<file path="config.mk">
export PLATFORM = sky130hd
export DESIGN_NAME = serial_add_unit
export DESIGN_NICKNAME = d
export VERILOG_FILES = /design/src/rtl/serial_add_pkg.sv /design/src/rtl/serial_full_adder.sv /design/src/rtl/serial_add_ctrl.sv /design/src/rtl/serial_add_path.sv /design/src/rtl/serial_add_unit.sv
export SDC_FILE = /design/constraint.sdc
export NUM_CORES = 1
export LEC_CHECK = 0
export BUFFER_PORTS_ARGS = -buffer_cell sky130_fd_sc_hd__buf_2
export CAP_MARGIN = 20
export CORE_ASPECT_RATIO = 1.75
export CORE_MARGIN = 2
export CORE_UTILIZATION = 44
export DETAILED_ROUTE_END_ITERATION = 10
export GPL_TIMING_DRIVEN = 0
export PLACE_DENSITY = 0.77
export SYNTH_ARGS = -nofsm -noshare
export SYNTH_HDL_FRONTEND = slang
export SYNTH_HIERARCHICAL = 1
export SYNTH_SLANG_ARGS = --single-unit
</file>
<file path="constraint.sdc">
create_clock -name clk -period 1.7 [get_ports clk]
set_input_delay 0.51 -clock clk [delete_from_list [all_inputs] [get_ports clk]]
set_output_delay 0.51 -clock clk [all_outputs]
set_load 0.005 [all_outputs]
</file>
<file path="src/rtl/serial_add_pkg.sv">
package serial_add_pkg;

  typedef enum logic [1:0] {
    ST_IDLE = 2'd0,
    ST_RUN  = 2'd1,
    ST_DONE = 2'd2
  } seq_state_t;

  typedef struct packed {
    logic loadOps;
    logic clearCarry;
    logic shiftEn;
  } ctl_strobes_t;

endpackage

</file>
<file path="src/rtl/serial_full_adder.sv">
module serial_full_adder (
  input  logic aBit,
  input  logic bBit,
  input  logic cIn,
  output logic sBit,
  output logic cOut
);
  logic propBit;
  logic genBit;

  always_comb begin
    propBit = aBit ^ bBit;
    genBit  = aBit & bBit;
    sBit    = propBit ^ cIn;
    cOut    = genBit | (propBit & cIn);
  end
endmodule

</file>
<file path="src/rtl/serial_add_ctrl.sv">
module serial_add_ctrl
  import serial_add_pkg::*;
#(
  parameter int W = 8
) (
  input  logic         clk,
  input  logic         rstN,
  input  logic         startIn,
  output ctl_strobes_t strobes,
  output logic         busyOut,
  output logic         doneOut
);
  localparam int CW = (W > 1) ? $clog2(W) : 1;
  localparam logic [CW-1:0] LAST_STEP = CW'(W - 1);

  seq_state_t stateQ, stateD;
  logic [CW-1:0] runCount, runCountD;
  logic acceptStart;

  always_comb begin
    acceptStart = (stateQ == ST_IDLE) && startIn;
    stateD      = stateQ;
    runCountD   = runCount;
    case (stateQ)
      ST_IDLE: begin
        if (acceptStart) begin
          stateD    = ST_RUN;
          runCountD = LAST_STEP;
        end
      end
      ST_RUN: begin
        if (runCount == '0) begin
          stateD = ST_DONE;
        end else begin
          runCountD = runCount - 1'b1;
        end
      end
      ST_DONE: stateD = ST_IDLE;
      default: stateD = ST_IDLE;
    endcase
  end

  always_ff @(posedge clk or negedge rstN) begin
    if (!rstN) begin
      stateQ   <= ST_IDLE;
      runCount <= '0;
    end else begin
      stateQ   <= stateD;
      runCount <= runCountD;
    end
  end

  always_comb begin
    strobes.loadOps    = acceptStart;
    strobes.clearCarry = acceptStart;
    strobes.shiftEn    = (stateQ == ST_RUN);
    busyOut            = (stateQ == ST_RUN);
    doneOut            = (stateQ == ST_DONE);
  end

  // done lasts a single cycle
  p_done_single_r8: assert property (@(posedge clk) disable iff (!rstN)
    doneOut |=> !doneOut);

  // an idle start enters the run
  p_start_enters_run_r2: assert property (@(posedge clk) disable iff (!rstN)
    (stateQ == ST_IDLE && startIn) |=> busyOut);

  // the last counted step leads to done
  p_last_step_done_r3: assert property (@(posedge clk) disable iff (!rstN)
    (busyOut && runCount == '0) |=> doneOut);

  // a start pulse mid-run does not reload the counter
  p_run_ignores_start_r7: assert property (@(posedge clk) disable iff (!rstN)
    (busyOut && startIn && runCount != '0) |=>
      (busyOut && runCount == $past(runCount) - 1'b1));

  // a start pulse in the done cycle returns to idle, not to the run
  p_done_ignores_start_r7: assert property (@(posedge clk) disable iff (!rstN)
    (doneOut && startIn) |=> (!busyOut && !doneOut));
endmodule

</file>
<file path="src/rtl/serial_add_path.sv">
module serial_add_path
  import serial_add_pkg::*;
#(
  parameter int W = 8
) (
  input  logic         clk,
  input  logic         rstN,
  input  ctl_strobes_t strobes,
  input  logic [W-1:0] opA,
  input  logic [W-1:0] opB,
  output logic [W-1:0] sumOut,
  output logic         carryOut
);
  logic [W-1:0] aShift;
  logic [W-1:0] bShift;
  logic [W-1:0] sumShift;
  logic         carryReg;
  logic         sumBit;
  logic         carryNext;

  serial_full_adder u_fa (
    .aBit (aShift[0]),
    .bBit (bShift[0]),
    .cIn  (carryReg),
    .sBit (sumBit),
    .cOut (carryNext)
  );

  always_ff @(posedge clk or negedge rstN) begin
    if (!rstN) begin
      aShift   <= '0;
      bShift   <= '0;
      sumShift <= '0;
    end else if (strobes.loadOps) begin
      aShift   <= opA;
      bShift   <= opB;
      sumShift <= '0;
    end else if (strobes.shiftEn) begin
      aShift   <= {1'b0, aShift[W-1:1]};
      bShift   <= {1'b0, bShift[W-1:1]};
      sumShift <= {sumBit, sumShift[W-1:1]};
    end
  end

  always_ff @(posedge clk or negedge rstN) begin
    if (!rstN) begin
      carryReg <= 1'b0;
    end else if (strobes.clearCarry) begin
      carryReg <= 1'b0;
    end else if (strobes.shiftEn) begin
      carryReg <= carryNext;
    end
  end

  assign sumOut   = sumShift;
  assign carryOut = carryReg;

  // a start clears the carry register
  p_carry_cleared_r6: assert property (@(posedge clk) disable iff (!rstN)
    strobes.clearCarry |=> (carryReg == 1'b0));

  // with no strobe the result and carry hold
  p_result_holds_r9: assert property (@(posedge clk) disable iff (!rstN)
    (!strobes.loadOps && !strobes.shiftEn) |=> ($stable(sumShift) && $stable(carryReg)));
endmodule

</file>
<file path="src/rtl/serial_add_unit.sv">
module serial_add_unit
  import serial_add_pkg::*;
#(
  parameter int W = 8
) (
  input  logic         clk,
  input  logic         rstN,
  input  logic         startIn,
  input  logic [W-1:0] opA,
  input  logic [W-1:0] opB,
  output logic [W-1:0] sumOut,
  output logic         carryOut,
  output logic         busyOut,
  output logic         doneOut
);
  ctl_strobes_t strobes;

  serial_add_ctrl #(.W(W)) u_ctrl (
    .clk     (clk),
    .rstN    (rstN),
    .startIn (startIn),
    .strobes (strobes),
    .busyOut (busyOut),
    .doneOut (doneOut)
  );

  serial_add_path #(.W(W)) u_path (
    .clk      (clk),
    .rstN     (rstN),
    .strobes  (strobes),
    .opA      (opA),
    .opB      (opB),
    .sumOut   (sumOut),
    .carryOut (carryOut)
  );
endmodule

</file>
==> out/qor.yml <==
drt_first_pass_iters: 4
worst-endpoint-arrival_ns: 1.13
clock-sinks: 30
synthDistinctLibCells: 24
std_cell_rows: 27
antenna_found_initial: 0
dominant_combinational_cell_family_by_area_after_synthesis: "multiplexers"
series_of_cell_instances_along_the_critical_path: "buf_4, and2b_1, buf_2"
hold_buffers: 0
yosys-top-cells-count: "sky130_fd_sc_hd__dfrtp_1, sky130_fd_sc_hd__mux2i_1, sky130_fd_sc_hd__nand2_1, sky130_fd_sc_hd__nor2_1, sky130_fd_sc_hd__o21ai_1"
first_global_vias: 1041
post_synth_main_area_contributors: "sky130_fd_sc_hd__dfrtp_1, sky130_fd_sc_hd__mux2i_1, sky130_fd_sc_hd__nand2_1"
comb_power_share_pct: 41.2
synthesized_cell_area_um2: 1450
reg_to_reg_endpoint: "u_path/aShift[0]"
worstMarginPinSlew_ns: 0.651
critical_path_required_ns: 1.19
fin_util_pct: 54.8
synth_simple_gate_area_share_pct: 12.2
grt_pass1_wl_um: 4660
floorplan.die.width_um: 47.3
ioPinCount: 30
route.detailed.wl_per_inst_um: 13.8
floorplan.initialDensity_pct: 46.0
p_sw_w: 0.00101
floorplan.die_area_um2: 3780
synth_top_flop_cell: "sky130_fd_sc_hd__dfrtp_1"
nNetsFinal: 187
postSynthNetCount: 151
buffer_ports.inserted: 29
clock_tree_from_tritoncts: "built"
global_route.usage.total_pct: 17.3
core_um2: 3140
worst-r2r-cell-count: 7
synth-async-reset-ratio_pct: 100
part_of_the_yosys_area_used_for_sequential_elements_pct: 51.9
compound_gate_fraction_of_synth_area_pct: 9.08
post_synth_xor_area_fraction_pct: 0
fin_crit_sh_pct: 96.5
run_status: "completed"
power.density_cell_area_nw_per_um2: 1710
path_clk_slew_ns: 0.06
antenna_left: 0
worst_setup_path_end_kind: "output port"
criticalPathCategory: "reg -> out"
num-fill-cells: 275
cts-root-buf: "sky130_fd_sc_hd__clkbuf_8"
post_drt_via_cell_ratio: 4.97
detail_route.wirelength_um: 2870
syn_area_per_cell_um2: 11.2
synth_seq_cells: 30
p_int_w: 0.00194
finClkSkew_ns: 0.00563
placed_instance_area_um2: 1650
dp_hpwl_um: 2130
worstHoldPathType: "in -> async"
drtIter0Drc: 20
proportion_of_synthesized_area_in_mux_cells_pct: 15.9
drive_above_1_share_pct: 28.5
gp_congestion: 0.719
syn_inst: 129
reg2reg_from: "u_ctrl/stateQ[0]"
hold_viol_final: 0
share_clk_of_total_power_pct: 17.7
synth_area_leader_cell: "sky130_fd_sc_hd__dfrtp_1"
insertedDiodeCount: 0
cts_repair_resize_count: 0
period_minus_slack_ns: 1.64
sw_frac_of_total_pct: 34.1
synth.top_cell.area_share_pct: 51.9
sequentialPowerShare_pct: 41.1
chipHeight_um: 79.8
grt_setup_unrepaired: "false"
final_number_of_setup_violating_endpoints: 0
grt_start_max_net_pins: 31
max_stage_delay_ns: 0.38
drc: 0
numCtsBuffers: 5
synth.most_common_cell: "sky130_fd_sc_hd__dfrtp_1"
timing.critical_path.fanout_max: 10
vdd.ir_drop.worst_mv: 0.824
vias: 1034
max_clock_buf_depth: 2
synth_edf_count: 0
grt_overflow: 0
timing.reg2reg.setup_slack_ns: 0.08
holdWs_ns: 0.261
p_leak_nw: 0.948
start_kind: "flip-flop"
critical-path-slowest-cell: "sky130_fd_sc_hd__dfrtp_1"
postCtsSetupBuffers: 0
max_slew_margin_pct: 56.6
clock.fmax_mhz: 609
yosys_warnings: 6
areaGrowthSynthToFinish_pct: 19.0
cap_violations: 0
maxSlewViolCount: 0
clock_tree.htree_level_count: 2
synth-adder-area-share_pct: 3.11
final_area_um2: 1720
clkLatencyLatePin_ns: 0.28
setup_tns_ns: 0
## cells in the final DEF, fill, tap and decap left out
cell | synthesis | final
sky130_fd_sc_hd__dfrtp_1 | 30 | 30
sky130_fd_sc_hd__nand3b_1 | 3 | 3
sky130_fd_sc_hd__buf_12 | 1 | 1
sky130_fd_sc_hd__clkbuf_1 | 0 | 2
sky130_fd_sc_hd__buf_8 | 1 | 1
sky130_fd_sc_hd__o221a_1 | 3 | 3
sky130_fd_sc_hd__mux2i_1 | 23 | 23
sky130_fd_sc_hd__buf_2 | 2 | 31
sky130_fd_sc_hd__nor3b_1 | 1 | 1
sky130_fd_sc_hd__buf_4 | 6 | 6
sky130_fd_sc_hd__or2_4 | 1 | 1
sky130_fd_sc_hd__nand2b_1 | 2 | 2
sky130_fd_sc_hd__buf_6 | 1 | 1
sky130_fd_sc_hd__inv_1 | 3 | 3
sky130_fd_sc_hd__clkbuf_8 | 0 | 5
sky130_fd_sc_hd__and2b_1 | 1 | 1
sky130_fd_sc_hd__and2_1 | 1 | 1
sky130_fd_sc_hd__nand2_1 | 19 | 19
sky130_fd_sc_hd__fa_1 | 1 | 1
sky130_fd_sc_hd__o21ai_0 | 7 | 7
sky130_fd_sc_hd__nor2_1 | 9 | 9
sky130_fd_sc_hd__nor2b_1 | 1 | 1
sky130_fd_sc_hd__ha_1 | 2 | 2
sky130_fd_sc_hd__o21ba_2 | 1 | 1
sky130_fd_sc_hd__o21ai_1 | 9 | 9
sky130_fd_sc_hd__a21boi_1 | 1 | 1
## area by class of cell
type                            instances  area (um2)  share of cell area [%]
Clock buffer                            7        76.3                    4.43
Multi-Input combinational cell         85         583                    33.9
Timing Repair Buffer                   29         145                    8.43
Inverter                                3        11.3                   0.654
Tap cell                               43        53.8                    3.13
Sequential cell                        30         751                    43.6
Buffer                                 11         101                    5.89
## sequential cells by signal, summed over array words and instances (netlist names)
name	count
u_ctrl/runCount	3
u_path/carryOut	1
u_path/aShift	8
u_ctrl/stateQ	2
u_path/sumOut	8
u_path/bShift	8
## power by group through the flow
| stage | Clock, W | Combinational, W | Sequential, W |
|---|---|---|---|
| global route | 0.000582 | 0.00135 | 0.00125 |
| CTS | 0.000542 | 0.00123 | 0.00122 |
| floorplan | 0 | 0.000920 | 0.00118 |
| finish | 0.000523 | 0.00122 | 0.00121 |
| detailed placement | 0 | 0.00124 | 0.00122 |
| global placement | 0 | 0.00116 | 0.00120 |
## per-layer routing
metal  global-route usage [%]  vias up  part of all wire, %
met4                     7.50        0                  1.8
met2                     29.1       22                   53
li1                         -      505                    -
met1                     18.8      502                   41
met5                        0        -                    0
met3                     5.43        5                  4.3
## metrics by stage
stage	total power (W)	std cells	setup slack (ns)
floorplan	0.00210	129	0.292
global placement	0.00236	201	0.0745
detailed placement	0.00246	201	0.0639
CTS	0.00299	208	0.0415
global route	0.00318	208	0.00448
finish	0.00295	208	0.0592
## worst max-delay path: cells and delay by family, from the launching register on
kind | cells | cell delay, ns
AND/OR/NAND/NOR | 1 | 0.18
buffers and inverters | 2 | 0.30
flip-flops | 1 | 0.38
## cells by family (layout without fill, tap and decap cells)
logic type               Yosys count  after routing
multiplexers                      23             23
flip-flops                        30             30
AND/OR/NAND/NOR                   38             38
buffers and inverters             14             50
adder cells (fa/ha/maj)            3              3
AO/OA/AOI/OAI                     21             21
## how the worst max path moves through the flow
| stage | from | endpoint |
|---|---|---|
| finish | u_ctrl/stateQ[0] | busyOut |
| global route | u_ctrl/stateQ[0] | u_path/bShift[5] |
| CTS | u_ctrl/stateQ[0] | busyOut |
| detailed placement | startIn | u_path/aShift[0] |
| global placement | startIn | u_path/aShift[0] |
| floorplan | u_ctrl/stateQ[0] | u_path/bShift[6] |
(Power assumes the default switching activity.)
